File: src/rtl/dev_enum_pkg.sv
package dev_enum_pkg;
  // register offsets; software decodes these
  localparam int OFF_OP    = 'h00;
  localparam int OFF_DST   = 'h04;
  localparam int OFF_NLEN  = 'h08;
  localparam int OFF_ID    = 'h0C;
  localparam int OFF_BASE  = 'h10;
  localparam int OFF_SIZE  = 'h14;
  localparam int OFF_IRQ   = 'h18;
  localparam int OFF_IRQN  = 'h1C;

  localparam logic [31:0] CODE_ADDED = 32'h0000_0008;
  localparam logic [31:0] CODE_DONE  = 32'h0000_0000;
endpackage

File: src/rtl/dev_enum_rst_sync.sv
module dev_enum_rst_sync (
  input  logic clk,
  input  logic arst_n,
  output logic srst_n
);
  logic [1:0] sync_q;

  always_ff @(posedge clk or negedge arst_n) begin
    if (!arst_n) sync_q <= 2'b00;
    else         sync_q <= {sync_q[0], 1'b1};
  end

  assign srst_n = sync_q[1];
endmodule

File: src/rtl/dev_enum_scan.sv
module dev_enum_scan #(
  parameter int N_DEV = 4,
  parameter int IW    = 2
) (
  input  logic          clk,
  input  logic          rst_n,
  input  logic          init_i,
  input  logic          step_i,
  output logic          found_o,
  output logic          cur_vld_o,
  output logic [IW-1:0] cur_idx_o,
  output logic          irq_o
);
  logic [N_DEV-1:0] reported_q, reported_d, rep_base;
  logic             cur_vld_q, cur_vld_d;
  logic [IW-1:0]    cur_idx_q, cur_idx_d, nxt_idx;
  logic             irq_q, irq_d;
  logic             found;
  int               start_pos;

  // candidate search: lowest unreported entry at or above start_pos
  always_comb begin
    rep_base = reported_q;
    if (cur_vld_q) rep_base[cur_idx_q] = 1'b1;
    start_pos = cur_vld_q ? int'(cur_idx_q) + 1 : 0;
    found   = 1'b0;
    nxt_idx = '0;
    for (int i = N_DEV - 1; i >= 0; i--) begin
      if (!rep_base[i] && i >= start_pos) begin
        found   = 1'b1;
        nxt_idx = IW'(i);
      end
    end
  end

  always_comb begin
    reported_d = reported_q;
    cur_vld_d  = cur_vld_q;
    cur_idx_d  = cur_idx_q;
    irq_d      = irq_q;
    if (init_i) begin
      reported_d = '0;
      cur_vld_d  = 1'b0;
      cur_idx_d  = '0;
      irq_d      = 1'b1;
    end else if (step_i) begin
      reported_d = rep_base;
      cur_vld_d  = found;
      cur_idx_d  = found ? nxt_idx : '0;
      if (!found) irq_d = 1'b0;
    end
  end

  logic scan_en;
  assign scan_en = init_i | step_i;

  always_ff @(posedge clk or negedge rst_n) begin
    if (!rst_n) begin
      reported_q <= '0;
      cur_vld_q  <= 1'b0;
      cur_idx_q  <= '0;
      irq_q      <= 1'b0;
    end else if (scan_en) begin
      reported_q <= reported_d;
      cur_vld_q  <= cur_vld_d;
      cur_idx_q  <= cur_idx_d;
      irq_q      <= irq_d;
    end
  end

  assign found_o   = found;
  assign cur_vld_o = cur_vld_q;
  assign cur_idx_o = cur_idx_q;
  assign irq_o     = irq_q;

  assert_cur_unreported_R4: assert property (@(posedge clk) disable iff (!rst_n)
    cur_vld_q |-> !reported_q[cur_idx_q]);

  assert_init_clean_R2: assert property (@(posedge clk) disable iff (!rst_n)
    init_i |=> (irq_q && !cur_vld_q && reported_q == '0));

  assert_done_irq_low_R5: assert property (@(posedge clk) disable iff (!rst_n)
    (step_i && !init_i && !found) |=> (!irq_q && !cur_vld_q));
endmodule

File: src/rtl/dev_enum_copy.sv
module dev_enum_copy #(
  parameter int N_DEV    = 4,
  parameter int NAME_MAX = 8,
  parameter int IW       = 2,
  parameter logic [N_DEV*8-1:0]          T_LEN  = '0,
  parameter logic [N_DEV*NAME_MAX*8-1:0] T_NAME = '0
) (
  input  logic          clk,
  input  logic          rst_n,
  input  logic          start_i,
  input  logic [IW-1:0] idx_i,
  input  logic [31:0]   dst_i,
  output logic          busy_o,
  output logic          mst_valid,
  input  logic          mst_ready,
  output logic [31:0]   mst_addr,
  output logic [7:0]    mst_data
);
  localparam int CW = $clog2(NAME_MAX + 1);

  logic          busy_q, busy_d;
  logic [IW-1:0] idx_q, idx_d;
  logic [31:0]   dst_q, dst_d;
  logic [CW-1:0] cnt_q, cnt_d, len_q, len_d;
  logic [7:0]    raw_len;
  logic [CW-1:0] req_len;
  logic          eng_en;

  always_comb begin
    raw_len = T_LEN[int'(idx_i)*8 +: 8];
    req_len = (int'(raw_len) > NAME_MAX) ? CW'(NAME_MAX) : CW'(raw_len);
  end

  always_comb begin
    busy_d = busy_q;
    idx_d  = idx_q;
    dst_d  = dst_q;
    cnt_d  = cnt_q;
    len_d  = len_q;
    if (start_i && !busy_q) begin
      busy_d = (req_len != '0);
      idx_d  = idx_i;
      dst_d  = dst_i;
      cnt_d  = '0;
      len_d  = req_len;
    end else if (busy_q && mst_ready) begin
      cnt_d = cnt_q + 1'b1;
      if (cnt_q + 1'b1 == len_q) busy_d = 1'b0;
    end
  end

  assign eng_en = (start_i && !busy_q) || (busy_q && mst_ready);

  always_ff @(posedge clk or negedge rst_n) begin
    if (!rst_n) begin
      busy_q <= 1'b0;
      idx_q  <= '0;
      dst_q  <= '0;
      cnt_q  <= '0;
      len_q  <= '0;
    end else if (eng_en) begin
      busy_q <= busy_d;
      idx_q  <= idx_d;
      dst_q  <= dst_d;
      cnt_q  <= cnt_d;
      len_q  <= len_d;
    end
  end

  assign busy_o    = busy_q;
  assign mst_valid = busy_q;
  assign mst_addr  = dst_q + 32'(cnt_q);
  assign mst_data  = T_NAME[(int'(idx_q)*NAME_MAX + int'(cnt_q))*8 +: 8];

  assert_beat_hold_R8: assert property (@(posedge clk) disable iff (!rst_n)
    (mst_valid && !mst_ready) |=> (mst_valid && $stable(mst_addr) && $stable(mst_data)));

  assert_cnt_bound_R8: assert property (@(posedge clk) disable iff (!rst_n)
    busy_q |-> (cnt_q < len_q));
endmodule

File: src/rtl/dev_enum_top.sv
module dev_enum_top
  import dev_enum_pkg::*;
#(
  parameter int N_DEV    = 4,
  parameter int NAME_MAX = 8,
  parameter int AW       = 8,
  parameter logic [N_DEV*8-1:0]          T_LEN  = {8'd2, 8'd4, 8'd8, 8'd3},
  parameter logic [N_DEV*32-1:0]         T_ID   = {32'h14, 32'h13, 32'h12, 32'h11},
  parameter logic [N_DEV*32-1:0]         T_BASE = {32'h1000_4000, 32'h1000_3000, 32'h1000_2000, 32'h1000_1000},
  parameter logic [N_DEV*32-1:0]         T_SIZE = {32'h1000, 32'h1000, 32'h1000, 32'h1000},
  parameter logic [N_DEV*32-1:0]         T_IRQ  = {32'd7, 32'd5, 32'd4, 32'd2},
  parameter logic [N_DEV*32-1:0]         T_IRQN = {32'd1, 32'd1, 32'd1, 32'd2},
  parameter logic [N_DEV*NAME_MAX*8-1:0] T_NAME = '0
) (
  input  logic          clk,
  input  logic          rst_n,
  input  logic          req_valid,
  output logic          req_ready,
  input  logic          req_write,
  input  logic [AW-1:0] req_addr,
  input  logic [31:0]   req_wdata,
  output logic          rsp_valid,
  output logic [31:0]   rsp_rdata,
  output logic          err_o,
  output logic          irq_o,
  output logic          mst_valid,
  input  logic          mst_ready,
  output logic [31:0]   mst_addr,
  output logic [7:0]    mst_data
);
  localparam int IW = (N_DEV > 1) ? $clog2(N_DEV) : 1;
  localparam logic [AW-1:0] A_OP   = AW'(OFF_OP);
  localparam logic [AW-1:0] A_DST  = AW'(OFF_DST);
  localparam logic [AW-1:0] A_NLEN = AW'(OFF_NLEN);
  localparam logic [AW-1:0] A_ID   = AW'(OFF_ID);
  localparam logic [AW-1:0] A_BASE = AW'(OFF_BASE);
  localparam logic [AW-1:0] A_SIZE = AW'(OFF_SIZE);
  localparam logic [AW-1:0] A_IRQ  = AW'(OFF_IRQ);
  localparam logic [AW-1:0] A_IRQN = AW'(OFF_IRQN);

  logic          srst_n;
  logic          acc, init_go, step_go, copy_go, bad_acc;
  logic          rd_ok, wr_ok;
  logic [31:0]   rd_data;
  logic          found, cur_vld, copy_busy;
  logic [IW-1:0] cur_idx;

  dev_enum_rst_sync u_rst_sync (
    .clk    (clk),
    .arst_n (rst_n),
    .srst_n (srst_n)
  );

  assign req_ready = !copy_busy;
  assign acc       = req_valid && req_ready;

  // write decode
  assign wr_ok   = (req_addr == A_OP && req_wdata == 32'h0) || (req_addr == A_DST);
  assign init_go = acc &&  req_write && req_addr == A_OP && req_wdata == 32'h0;
  assign step_go = acc && !req_write && req_addr == A_OP;
  assign copy_go = acc &&  req_write && req_addr == A_DST && cur_vld;

  // read mux over the current descriptor
  always_comb begin
    rd_ok   = 1'b1;
    rd_data = 32'h0;
    case (req_addr)
      A_OP:    rd_data = found ? CODE_ADDED : CODE_DONE;
      A_NLEN:  rd_data = cur_vld ? {24'h0, T_LEN[int'(cur_idx)*8 +: 8]} : 32'h0;
      A_ID:    rd_data = cur_vld ? T_ID  [int'(cur_idx)*32 +: 32] : 32'h0;
      A_BASE:  rd_data = cur_vld ? T_BASE[int'(cur_idx)*32 +: 32] : 32'h0;
      A_SIZE:  rd_data = cur_vld ? T_SIZE[int'(cur_idx)*32 +: 32] : 32'h0;
      A_IRQ:   rd_data = cur_vld ? T_IRQ [int'(cur_idx)*32 +: 32] : 32'h0;
      A_IRQN:  rd_data = cur_vld ? T_IRQN[int'(cur_idx)*32 +: 32] : 32'h0;
      default: rd_ok   = 1'b0;
    endcase
  end

  assign bad_acc = acc && (req_write ? !wr_ok : !rd_ok);

  dev_enum_scan #(
    .N_DEV (N_DEV),
    .IW    (IW)
  ) u_scan (
    .clk       (clk),
    .rst_n     (srst_n),
    .init_i    (init_go),
    .step_i    (step_go),
    .found_o   (found),
    .cur_vld_o (cur_vld),
    .cur_idx_o (cur_idx),
    .irq_o     (irq_o)
  );

  dev_enum_copy #(
    .N_DEV    (N_DEV),
    .NAME_MAX (NAME_MAX),
    .IW       (IW),
    .T_LEN    (T_LEN),
    .T_NAME   (T_NAME)
  ) u_copy (
    .clk       (clk),
    .rst_n     (srst_n),
    .start_i   (copy_go),
    .idx_i     (cur_idx),
    .dst_i     (req_wdata),
    .busy_o    (copy_busy),
    .mst_valid (mst_valid),
    .mst_ready (mst_ready),
    .mst_addr  (mst_addr),
    .mst_data  (mst_data)
  );

  // response and error registers
  logic        rsp_valid_q, rsp_valid_d;
  logic [31:0] rsp_rdata_q, rsp_rdata_d;
  logic        err_q, err_d;

  always_comb begin
    rsp_valid_d = acc;
    rsp_rdata_d = (!req_write && rd_ok) ? rd_data : 32'h0;
    err_d       = err_q | bad_acc;
  end

  always_ff @(posedge clk or negedge srst_n) begin
    if (!srst_n) begin
      rsp_valid_q <= 1'b0;
      rsp_rdata_q <= 32'h0;
      err_q       <= 1'b0;
    end else begin
      rsp_valid_q <= rsp_valid_d;
      if (acc) rsp_rdata_q <= rsp_rdata_d;
      if (bad_acc) err_q <= err_d;
    end
  end

  assign rsp_valid = rsp_valid_q;
  assign rsp_rdata = rsp_rdata_q;
  assign err_o     = err_q;

  assert_copy_stalls_R10: assert property (@(posedge clk) disable iff (!srst_n)
    mst_valid |-> !req_ready);

  assert_err_sticky_R11: assert property (@(posedge clk) disable iff (!srst_n)
    err_q |=> err_q);

  assert_bad_frozen_R11: assert property (@(posedge clk) disable iff (!srst_n)
    bad_acc |=> ($stable(cur_vld) && $stable(cur_idx) && $stable(irq_o)));

  assert_rsp_follows_R12: assert property (@(posedge clk) disable iff (!srst_n)
    rsp_valid |-> $past(req_valid && req_ready));
endmodule

File: config.mk
export PLATFORM = sky130hd
export DESIGN_NAME = dev_enum_top
export DESIGN_NICKNAME = d
export VERILOG_FILES = /design/src/rtl/dev_enum_pkg.sv /design/src/rtl/dev_enum_rst_sync.sv /design/src/rtl/dev_enum_scan.sv /design/src/rtl/dev_enum_copy.sv /design/src/rtl/dev_enum_top.sv
export SDC_FILE = /design/constraint.sdc
export NUM_CORES = 1
export LEC_CHECK = 0
export BUFFER_PORTS_ARGS = -buffer_cell sky130_fd_sc_hd__clkbuf_2
export CAP_MARGIN = 25
export CELL_PAD_IN_SITES_DETAIL_PLACEMENT = 0
export CELL_PAD_IN_SITES_GLOBAL_PLACEMENT = 2
export CORE_ASPECT_RATIO = 0.75
export CORE_MARGIN = 5
export CORE_UTILIZATION = 31
export DETAILED_ROUTE_END_ITERATION = 8
export PLACE_DENSITY = 0.83
export SETUP_SLACK_MARGIN = 0.02
export SYNTH_ARGS = -nofsm -noshare
export SYNTH_HDL_FRONTEND = slang
export SYNTH_SLANG_ARGS = --single-unit
File: constraint.sdc
create_clock -name clk -period 3.7 [get_ports clk]
set_clock_uncertainty 0.2 [all_clocks]
set_input_delay 0.74 -clock clk [delete_from_list [all_inputs] [get_ports clk]]
set_output_delay 0.74 -clock clk [all_outputs]
set_load 0.03 [all_outputs]
After elaboration in Yosys (flattened, before gate mapping)
Index checks and enable logic that the tools add are counted.
{"block": "totals", "elab_cells": 122, "output_inout_bits": 77, "regBits": 87, "mem_bits_ro": 0, "latchBits": 0, "ramBits": 0, "mem_count": 0}
{"block": "op_classes", "addsub": 4, "div": 0, "n_eq_ne": 9, "shifts": 7, "multipliers": 0, "muxes": 39, "reduce_logical": 40, "bitwise_logic": 3, "magnitude_cmp": 7}
{"op": "128-bit by 8-bit indexed part select with 32-bit output (first input constant)", "n": 5}
{"op": "256-bit by 32-bit indexed part select with 8-bit output (first input constant)", "n": 1}
{"op": "32-bit 2-to-1 mux", "n": 7}
{"op": "32-bit one-hot mux with 7 select lines", "n": 1}
{"op": "3-bit by 32-bit greater-or-equal comparator with 1-bit output (first input constant)", "n": 2}
{"op": "32-bit by 4-bit adder with 32-bit output", "n": 1}
{"op": "8-bit by 5-bit equality test with 1-bit output (second input constant)", "n": 4}
{"op": "1-bit by 32-bit greater-or-equal comparator with 1-bit output (first input constant)", "n": 1}
{"op": "2-bit by 32-bit greater-or-equal comparator with 1-bit output (first input constant)", "n": 1}
{"op": "32-bit logical NOT", "n": 1}
{"op": "32-bit by 6-bit indexed part select with 8-bit output (first input constant)", "n": 1}
{"op": "4-bit 2-to-1 mux", "n": 7}
{"op": "1-bit logical AND", "n": 18}
{"op": "8-bit by 4-bit equality test with 1-bit output (second input constant)", "n": 2}
{"op": "1-bit 2-to-1 mux", "n": 15}
{"op": "2-bit 2-to-1 mux", "n": 7}
{"op": "8-bit by 3-bit equality test with 1-bit output (second input constant)", "n": 1}
{"op": "8-bit by 4-bit > comparator with 1-bit output (second input constant)", "n": 1}
{"op": "1-bit logical NOT", "n": 8}
{"op": "8-bit logical NOT", "n": 1}
{"op": "8-bit 2-to-1 mux", "n": 1}
{"op": "7-bit OR reduction", "n": 1}
{"op": "5-bit by 4-bit adder with 6-bit output", "n": 1}
{"op": "2-bit AND reduction", "n": 3}
{"op": "13 further kinds", "n": 18}

Depth between registers and ports, before layout
Gate-level depths: netlist of run 1.
{"block": "depth", "word_depth": 15, "depth_mapped": 8}

By module
From an unflattened synthesis of run 1, not the netlist that was laid out.
{"block": "unflattened", "cells_unflattened": 399, "area_unflattened_um2": 3972.6}
{"mod": "dev_enum_copy", "cells_each": 233, "area_each_um2": 2488.6, "seq_area_each_um2": 1026.0, "n_inst": 1}
{"mod": "dev_enum_top", "cells_each": 108, "area_each_um2": 934.6, "seq_area_each_um2": 275.3, "n_inst": 1}
{"mod": "dev_enum_scan", "cells_each": 55, "area_each_um2": 495.5, "seq_area_each_um2": 200.2, "n_inst": 1}
{"mod": "dev_enum_rst_sync", "cells_each": 3, "area_each_um2": 53.8, "seq_area_each_um2": 50.0, "n_inst": 1}

Least setup slack after synthesis of run 1
OpenSTA, ideal clock, no wires.
{"block": "synth_path", "path_type": "flip-flop to output port", "from": "register u_copy.cnt_q[0]", "to": "output mst_addr[28]", "path_slack_ns": 0.440, "arrival_time_ns": 2.320, "n_path_buf": 1, "stages_incl_launch_ff": 9, "cell_sequence": "dfrtp_1 > ha_1 > inv_1 > fa_1 > nor2b_1 > o31a_1 > clkbuf_1 > nand4_1 > xnor2_1"}
{"block": "synth_via", "elab_chain_len": 1}
{"element": "start, declared", "line": "dev_enum_copy.sv:24", "text": "logic [CW-1:0] cnt_q, cnt_d, len_q, len_d;"}
{"element": "start signal, assigned", "line": "dev_enum_copy.sv:65", "text": "cnt_q <= cnt_d;"}
{"element": "32-bit by 4-bit adder with 32-bit output", "line": "dev_enum_copy.sv:72", "text": "assign mst_addr = dst_q + 32'(cnt_q);"}
{"element": "end, declared", "line": "dev_enum_top.sv:28", "text": "output logic [31:0] mst_addr,"}
No other way between the ends.

Final worst setup path of run 1
Same ends and word-level chain as after synthesis.

==> impl_results.md, run 1 <==
- Run status: complete, no violations
- Cell Pwr Density: 429.6 nW/µm²
- Wire length of the first global-routing pass: 15320 µm
- Later-pin clock latency in the skew report: 0.32 ns
- Final Non-Filler Cells: 628
- Hold/Removal Path Class: reg -> reg
- Final Hold Vio Count: 0
- Maximum number of pins on one net before global-route repair: 43
- # diodes: 0
- Highest achievable clock rate: 0.2983 GHz
- Number of port buffers: 90
- Placed Cells: 611
- Slew Limit Headroom: 0.3790
- Number of remaining DRC errors: 0
- Wire length per cell: 15.45 µm
- Sequential cell area fraction in the yosys report: 0.4092
- Yosys top cell by area: sky130_fd_sc_hd__dfrtp_1
- Async set or reset register ratio after synthesis: 1.000
- Clock sink count: 62
- Combined buffer and inverter count along the critical path: 2
- Summed instance area of the synthesized netlist: 3791 µm²
- Horizontal die dimension: 137.7 µm
- Worst VDD drop: 0.2070 mV
- Final Wtd Congestion: 0.8403
- Slowest stage delay, CP: 0.43 ns
- Count of boundary I/O pins: 122
- Arrival time worst endpoint: 2.41 ns
- Endpoint type of the worst setup path: output pin
- Number of antenna violations at the first check in global routing: 0
- Sequential cell area: 1553 µm²
- Number of nets in the finished design: 512
- # Post-CTS Setup Buffers: 0
- Iteration-0 DRC count of the detailed router: 210
- Setup violators final: 0
- DP HPWL: 7584 µm
- Startpoint type of the worst setup path: flop
- Sequential group share of total power: 0.397
- Final instance area: 4596 µm²
- Final Total Pwr: 1.974 mW
- Num CTS Buffers: 9
- Share of the synthesized area in the top cell type: 0.4092
- CTS clk-pin slew, worst paths: 0.05 ns
- Core Region: 12130 µm²
- Lkg Pwr: 2.248 nW
- Maximum fanout along the worst path: 14
- TritonCTS clock tree: yes
- CTS Root Cell: sky130_fd_sc_hd__clkbuf_16
- Cell class contributing the biggest share of worst-path delay: adder cells
- Multi-input logic area: 2027 µm²
- Crit share post-route: 0.9061
- Leading register cell type out of synthesis: sky130_fd_sc_hd__dfrtp_1
- Total via count in the routed design: 2988
- Most area-consuming cells after synthesis: sky130_fd_sc_hd__dfrtp_1 41%, sky130_fd_sc_hd__mux2_2 9.5%, sky130_fd_sc_hd__xnor2_1 7.2%, sky130_fd_sc_hd__buf_4 6.1%, sky130_fd_sc_hd__ha_1 3.0%
- Cell row count: 35
- CP max stage cell: sky130_fd_sc_hd__dfrtp_1
- Relative area change from synthesis to final layout: 21.22%
- Sw power: 0.6323 mW
- Mean instance size in the synthesized netlist: 10.42 µm²
- Final critical delay including setup and external delays: 3.353 ns
- Antenna-violating nets left: 0
- YS warnings: 0
- Category of the most critical setup path: reg -> out
- Final number of max-transition violations: 0
- Initial cell density of the core: 0.3125
- Number of global-route vias before repair: 2869
- # H-tree levels: 3
- Share of power burned in the clock network: 0.381
- Transition time at the pin with the least slew margin: 0.9230 ns
- Number of flops mapped to enable cells by yosys: 0
- Fillcell total: 1248
- Die ar.: 14560 µm²
- Setup repair after global routing missed its margin: no
- Grt ovf: 0
- Share of post-route cells with drive strength above 1: 0.3247
- Switching Fraction: 0.3203
- Internal: 1.342 mW
- Detailed-routing iteration count for the pre-antenna-repair pass: 4
- Synth cell count leaders: 62 x sky130_fd_sc_hd__dfrtp_1, 32 x sky130_fd_sc_hd__mux2_2, 31 x sky130_fd_sc_hd__buf_4, 31 x sky130_fd_sc_hd__xnor2_1, 21 x sky130_fd_sc_hd__nand3_1
- Vias per cell: 4.758
- Total length of routed wires: 9705 µm
- Worst-path cell chain: ha_1, inv_1, fa_1, nor2b_1, o31a_4, nand4_1, xnor2_1, clkbuf_2
- Height of the die: 105.8 µm
- Dpl cell area: 4308 µm²
- Req. time, crit path: 2.76 ns
- Combinational share of power: 0.222
- Max_cap viols: 0
- Setup TNS: 0 ns
- Gate Count Post-Synth: 364
- Longest Clk Path Bufs: 2
- Number of distinct standard cells referenced by the synthesized netlist: 55
- FF+latch count, synth: 62
- Gr usage total: 0.1324
- Count leader, synth: sky130_fd_sc_hd__dfrtp_1
## cells by family after synthesis
logic type / Yosys count / synth area share
buffers and inverters: 56 / 0.08812
adders and majority gates: 10 / 0.03498
muxes: 35 / 0.1040
AOI/OAI and AO/OA: 51 / 0.09241
and+or+nand+nor: 113 / 0.1848
other: 2 / 0.001981
xor gates and xnor gates: 35 / 0.08449
DFF: 62 / 0.4092
## path summary, 6_finish.rpt
check                                                startpoint                                to  slack, ns  cells after the start
worst min register to register   u_rst_sync.sync_q[0]$_DFF_PN0_    u_rst_sync.sync_q[1]$_DFF_PN0_       0.15                      0
worst max-delay path                u_copy.cnt_q[0]$_DFFE_PN0P_                      mst_addr[28]       0.35                      8
max in group asynchronous        u_rst_sync.sync_q[1]$_DFF_PN0_      u_copy.dst_q[23]$_DFFE_PN0P_       2.28                      1
min in group asynchronous        u_rst_sync.sync_q[1]$_DFF_PN0_  u_scan.reported_q[3]$_DFFE_PN0P_       0.16                      0
worst min-delay path             u_rst_sync.sync_q[0]$_DFF_PN0_    u_rst_sync.sync_q[1]$_DFF_PN0_       0.15                      0
worst max register to register  u_scan.cur_idx_o[0]$_DFFE_PN0P_   u_scan.cur_idx_o[1]$_DFFE_PN0P_       1.08                      6
## registers in the layout (all words and copies together), names as in the netlist
name,count
rsp_rdata,9
u_scan.cur_idx_o,2
u_rst_sync.sync_q,2
err_o,1
u_scan.irq_o,1
u_copy.cnt_q,4
u_copy.dst_q,32
u_scan.reported_q,4
u_copy.busy_o,1
u_scan.cur_vld_o,1
u_copy.len_q,4
rsp_valid,1
## cell usage in the layout, fill, tap and decap left out, types with 4 or more instances in the layout
cell type,instances
sky130_fd_sc_hd__dfrtp_1,61
sky130_fd_sc_hd__ha_1,9
sky130_fd_sc_hd__conb_1,32
sky130_fd_sc_hd__clkbuf_16,9
sky130_fd_sc_hd__xnor2_1,31
sky130_fd_sc_hd__a21oi_1,13
sky130_fd_sc_hd__nor2_1,11
sky130_fd_sc_hd__a21o_1,4
sky130_fd_sc_hd__o21ai_0,9
sky130_fd_sc_hd__inv_1,13
sky130_fd_sc_hd__nand4_1,18
sky130_fd_sc_hd__buf_4,4
sky130_fd_sc_hd__clkbuf_2,90
sky130_fd_sc_hd__mux2_2,32
sky130_fd_sc_hd__nand2_1,12
sky130_fd_sc_hd__nor4_1,10
sky130_fd_sc_hd__nor3_1,4
sky130_fd_sc_hd__nand3_1,21
sky130_fd_sc_hd__and3_1,8
## power groups by stage
stage,clock (mW),combinational [mW],sequential (mW)
2_1_floorplan,0,0.326,0.793
3_3_place_gp,0,0.438,0.793
3_5_place_dp,0,0.442,0.796
4_1_cts,0.771,0.444,0.786
5_1_grt,0.806,0.481,0.795
6_report,0.752,0.437,0.785
## worst reg2reg max path: cells and delay by family (launching register included)
| kind | cells | cell delay [ns] |
|---|---|---|
| compound gates | 2 | 0.34 |
| fa+ha+maj | 1 | 0.42 |
| buf+inv | 1 | 0.13 |
| flops | 1 | 0.48 |
| simple gates | 2 | 0.90 |
## final cells by class
| type | count | area share |
|---|---|---|
| timing repair buffer | 95 | 0.1067 |
| clock inverter | 4 | 0.004901 |
| clock buffer | 12 | 0.05363 |
| tap | 166 | 0.04519 |
| multi-input combinational | 276 | 0.4411 |
| sequential | 62 | 0.3379 |
| inverter | 13 | 0.01062 |
## metal layers
layer | global-route usage | up-vias | wire (µm)
met5 | 0 | - | 0
met4 | 0.04443 | 0 | 80
met3 | 0.02719 | 6 | 604
met2 | 0.1811 | 75 | 4043
met1 | 0.2043 | 1454 | 4977
li1 | - | 1453 | -
## through the flow
step	util	worst slack (ns)	hold slack (ns)
after global routing	0.3789	0.09354	0.1736
after floorplan	-	0.4399	0.1312
after CTS	0.3782	0.2368	0.1552
final	0.3789	0.3474	0.1528
after detailed placement	0.3551	0.3379	0.1435
after global placement	0.3551	0.4558	0.1393
## what timing repair did
action	in CTS	in global routing
hold endpoints to repair	2	0
hold buffers	1	0
resized for setup	1	1
setup endpoints to repair	1	1
Power figures use the tool's default switching activity.
==> inputs of run 2 (changes only) <==
==> constraint.sdc (replaced) <==
create_clock -name clk -period 3.7 [get_ports clk]
set_clock_uncertainty 0.2 [all_clocks]
set_input_delay 0.185 -clock clk [delete_from_list [all_inputs] [get_ports clk]]
set_output_delay 0.185 -clock clk [all_outputs]
set_load 0.03 [all_outputs]
==> impl_results.md, run 2 (synthesis results as in run 1) <==
- Multi-input logic area: 2018 µm²
- # H-tree levels: 3
- Number of port buffers: 90
- Depth of the worst register-to-register path: 6
- Maximum number of pins on one net before global-route repair: 40
- Cell class contributing the biggest share of worst-path delay: adder cells
- Highest achievable clock rate: 0.3308 GHz
- Final Non-Filler Cells: 662
- Number of remaining DRC errors: 0
- Final critical delay including setup and external delays: 3.023 ns
- Setup slack, reg-to-reg: 1.09 ns
- Req. time, crit path: 3.31 ns
- DP HPWL: 7604 µm
- Startpoint type of the worst setup path: flop
- Lkg Pwr: 2.400 nW
- Commonest cells after routing, fill and taps aside: 90 x sky130_fd_sc_hd__clkbuf_2, 61 x sky130_fd_sc_hd__dfrtp_1, 36 x sky130_fd_sc_hd__dlygate4sd3_1, 32 x sky130_fd_sc_hd__mux2_2, 32 x sky130_fd_sc_hd__conb_1
- Critical Path End: mst_addr[28]
- Clock sink count: 62
- Total stage count of the critical path: 8
- Hold Path Depth: 3
- Arrival time worst endpoint: 2.64 ns
- Share of post-route cells with drive strength above 1: 0.3004
- Run status: complete, no violations
- Gr usage total: 0.1370
- Final Wtd Congestion: 0.8243
- Worst VDD drop: 0.2049 mV
- Longest Clk Path Bufs: 2
- Startpoint of the lowest-slack hold path: req_write
- CTS clk-pin slew, worst paths: 0.06 ns
- Flip-flop count of the largest register after layout: 32
- Origin of the critical flop-to-flop path: u_scan.cur_idx_o[0]$_DFFE_PN0P_
- Register bank with the most flops: u_copy.dst_q
- Placed Cells: 611
- TritonCTS clock tree: yes
- Detailed-routing iteration count for the pre-antenna-repair pass: 4
- Category of the most critical setup path: reg -> out
- Number of antenna violations at the first check in global routing: 0
- Horizontal die dimension: 137.7 µm
- Die ar.: 14560 µm²
- Sw power: 0.6415 mW
- End of the worst register-to-register path: u_scan.cur_idx_o[1]$_DFFE_PN0P_
- Grt ovf: 0
- Setup violators final: 0
- Setup TNS: 0 ns
- Sequential cell area: 1553 µm²
- Fillcell total: 1197
- Number of nets in the finished design: 547
- Final Hold Vio Count: 0
- Cell Pwr Density: 418.2 nW/µm²
- Dpl cell area: 4308 µm²
- Number of global-route vias before repair: 3080
- Antenna-violating nets left: 0
- Most common library cell in the layout ignoring fill and taps: sky130_fd_sc_hd__clkbuf_2
- Internal: 1.432 mW
- Later-pin clock latency in the skew report: 0.33 ns
- Total via count in the routed design: 3133
- Combined buffer and inverter count along the critical path: 2
- Crit share post-route: 0.8170
- Iteration-0 DRC count of the detailed router: 143
- Final number of max-transition violations: 0
- Final Total Pwr: 2.074 mW
- Wire length of the first global-routing pass: 15740 µm
- Transition time at the pin with the least slew margin: 0.8732 ns
- Relative area change from synthesis to final layout: 30.79%
- Vias per cell: 4.733
- Cell row count: 35
- Switching Fraction: 0.3093
- Worst-path cell chain: ha_1, inv_1, fa_1, nor2b_1, o31a_1, nand4_1, xnor2_1, clkbuf_2
- CTS Root Cell: sky130_fd_sc_hd__clkbuf_16
- Num CTS Buffers: 9
- Final instance area: 4959 µm²
- Sequential group share of total power: 0.377
- Endpoint type of the worst setup path: output pin
- Total length of routed wires: 10030 µm
- Max_cap viols: 0
- Slowest stage delay, CP: 0.50 ns
- Height of the die: 105.8 µm
- Count of boundary I/O pins: 122
- Initial cell density of the core: 0.3125
- Startpoint of the most critical setup path: u_copy.cnt_q[0]$_DFFE_PN0P_
- Share of power burned in the clock network: 0.397
- Combinational share of power: 0.226
- # diodes: 0
- Hold/Removal Path Class: in -> reg
- # Post-CTS Setup Buffers: 0
- Core Region: 12130 µm²
- Maximum fanout along the worst path: 14
- CP max stage cell: sky130_fd_sc_hd__o31a_1
- Wire length per cell: 15.16 µm
- Setup repair after global routing missed its margin: no
- Slew Limit Headroom: 0.4179
## run 2: cell types whose count changed in the layout (fill, tap and decap cells not counted)
cell,change
sky130_fd_sc_hd__bufinv_16,+1
sky130_fd_sc_hd__clkinv_2,-1
sky130_fd_sc_hd__o31a_4,-1
sky130_fd_sc_hd__dlygate4sd3_1,+35
sky130_fd_sc_hd__o31a_1,+1
sky130_fd_sc_hd__clkbuf_1,-1
## run 2: worst min-delay path by stage
| stage | end | slack [ns] |
|---|---|---|
| 3_3_place_gp | u_rst_sync.sync_q[0]$_DFF_PN0_ | -0.23 |
| 6_report | err_o$_DFFE_PN0P_ | 0.02 |
| 3_5_place_dp | u_rst_sync.sync_q[0]$_DFF_PN0_ | -0.22 |
| 5_1_grt | err_o$_DFFE_PN0P_ | 0.05 |
| 4_1_cts | err_o$_DFFE_PN0P_ | 0.02 |
| 2_1_floorplan | u_rst_sync.sync_q[0]$_DFF_PN0_ | -0.31 |
## run 2: metal layers
metal / up-vias / GRT usage / share of wire
met5: - / 0 / 0
li1: 1521 / - / -
met3: 10 / 0.04198 / 0.075
met2: 100 / 0.1988 / 0.43
met1: 1502 / 0.1953 / 0.48
met4: 0 / 0.04020 / 0.013
## run 2: final cells by class
class                      instances  share of cell area
multi-input combinational        276              0.4070
sequential                        62              0.3131
timing repair buffer             130              0.1696
clock buffer                      11             0.04895
tap                              166             0.04189
inverter                          13            0.009841
clock inverter                     4            0.009589
## run 2: what timing repair did
item,4_1_cts,5_1_grt
endpoints found under the hold margin,36,0
hold buffers,36,0
resized for setup,0,0
## run 2: power groups by stage
stage                     Clock (mW)  Combinational (mW)  Sequential [mW]
after floorplan                    0               0.326            0.793
after global placement             0               0.441            0.793
after detailed placement           0               0.438            0.795
after CTS                      0.851               0.471            0.783
after global routing           0.878               0.516            0.793
final                          0.823               0.470            0.782
## run 2: per-stage QoR
| stage | setup slack [ns] | hold slack, ns | util |
|---|---|---|---|
| 4_1_cts | 0.6133 | 0.01694 | 0.4088 |
| 2_1_floorplan | 0.9949 | -0.3106 | - |
| 3_3_place_gp | 1.024 | -0.2286 | 0.3551 |
| 3_5_place_dp | 0.9713 | -0.2218 | 0.3551 |
| 5_1_grt | 0.4090 | 0.05044 | 0.4088 |
| 6_report | 0.6772 | 0.02289 | 0.4088 |
## run 2: worst register-to-register path, cell delays in order (launching register included)
cell,delay (ns)
sky130_fd_sc_hd__dfrtp_1,0.47
sky130_fd_sc_hd__inv_1,0.12
sky130_fd_sc_hd__ha_1,0.43
sky130_fd_sc_hd__or4b_2,0.72
sky130_fd_sc_hd__o211ai_1,0.27
sky130_fd_sc_hd__nand4bb_1,0.18
sky130_fd_sc_hd__a21oi_1,0.07
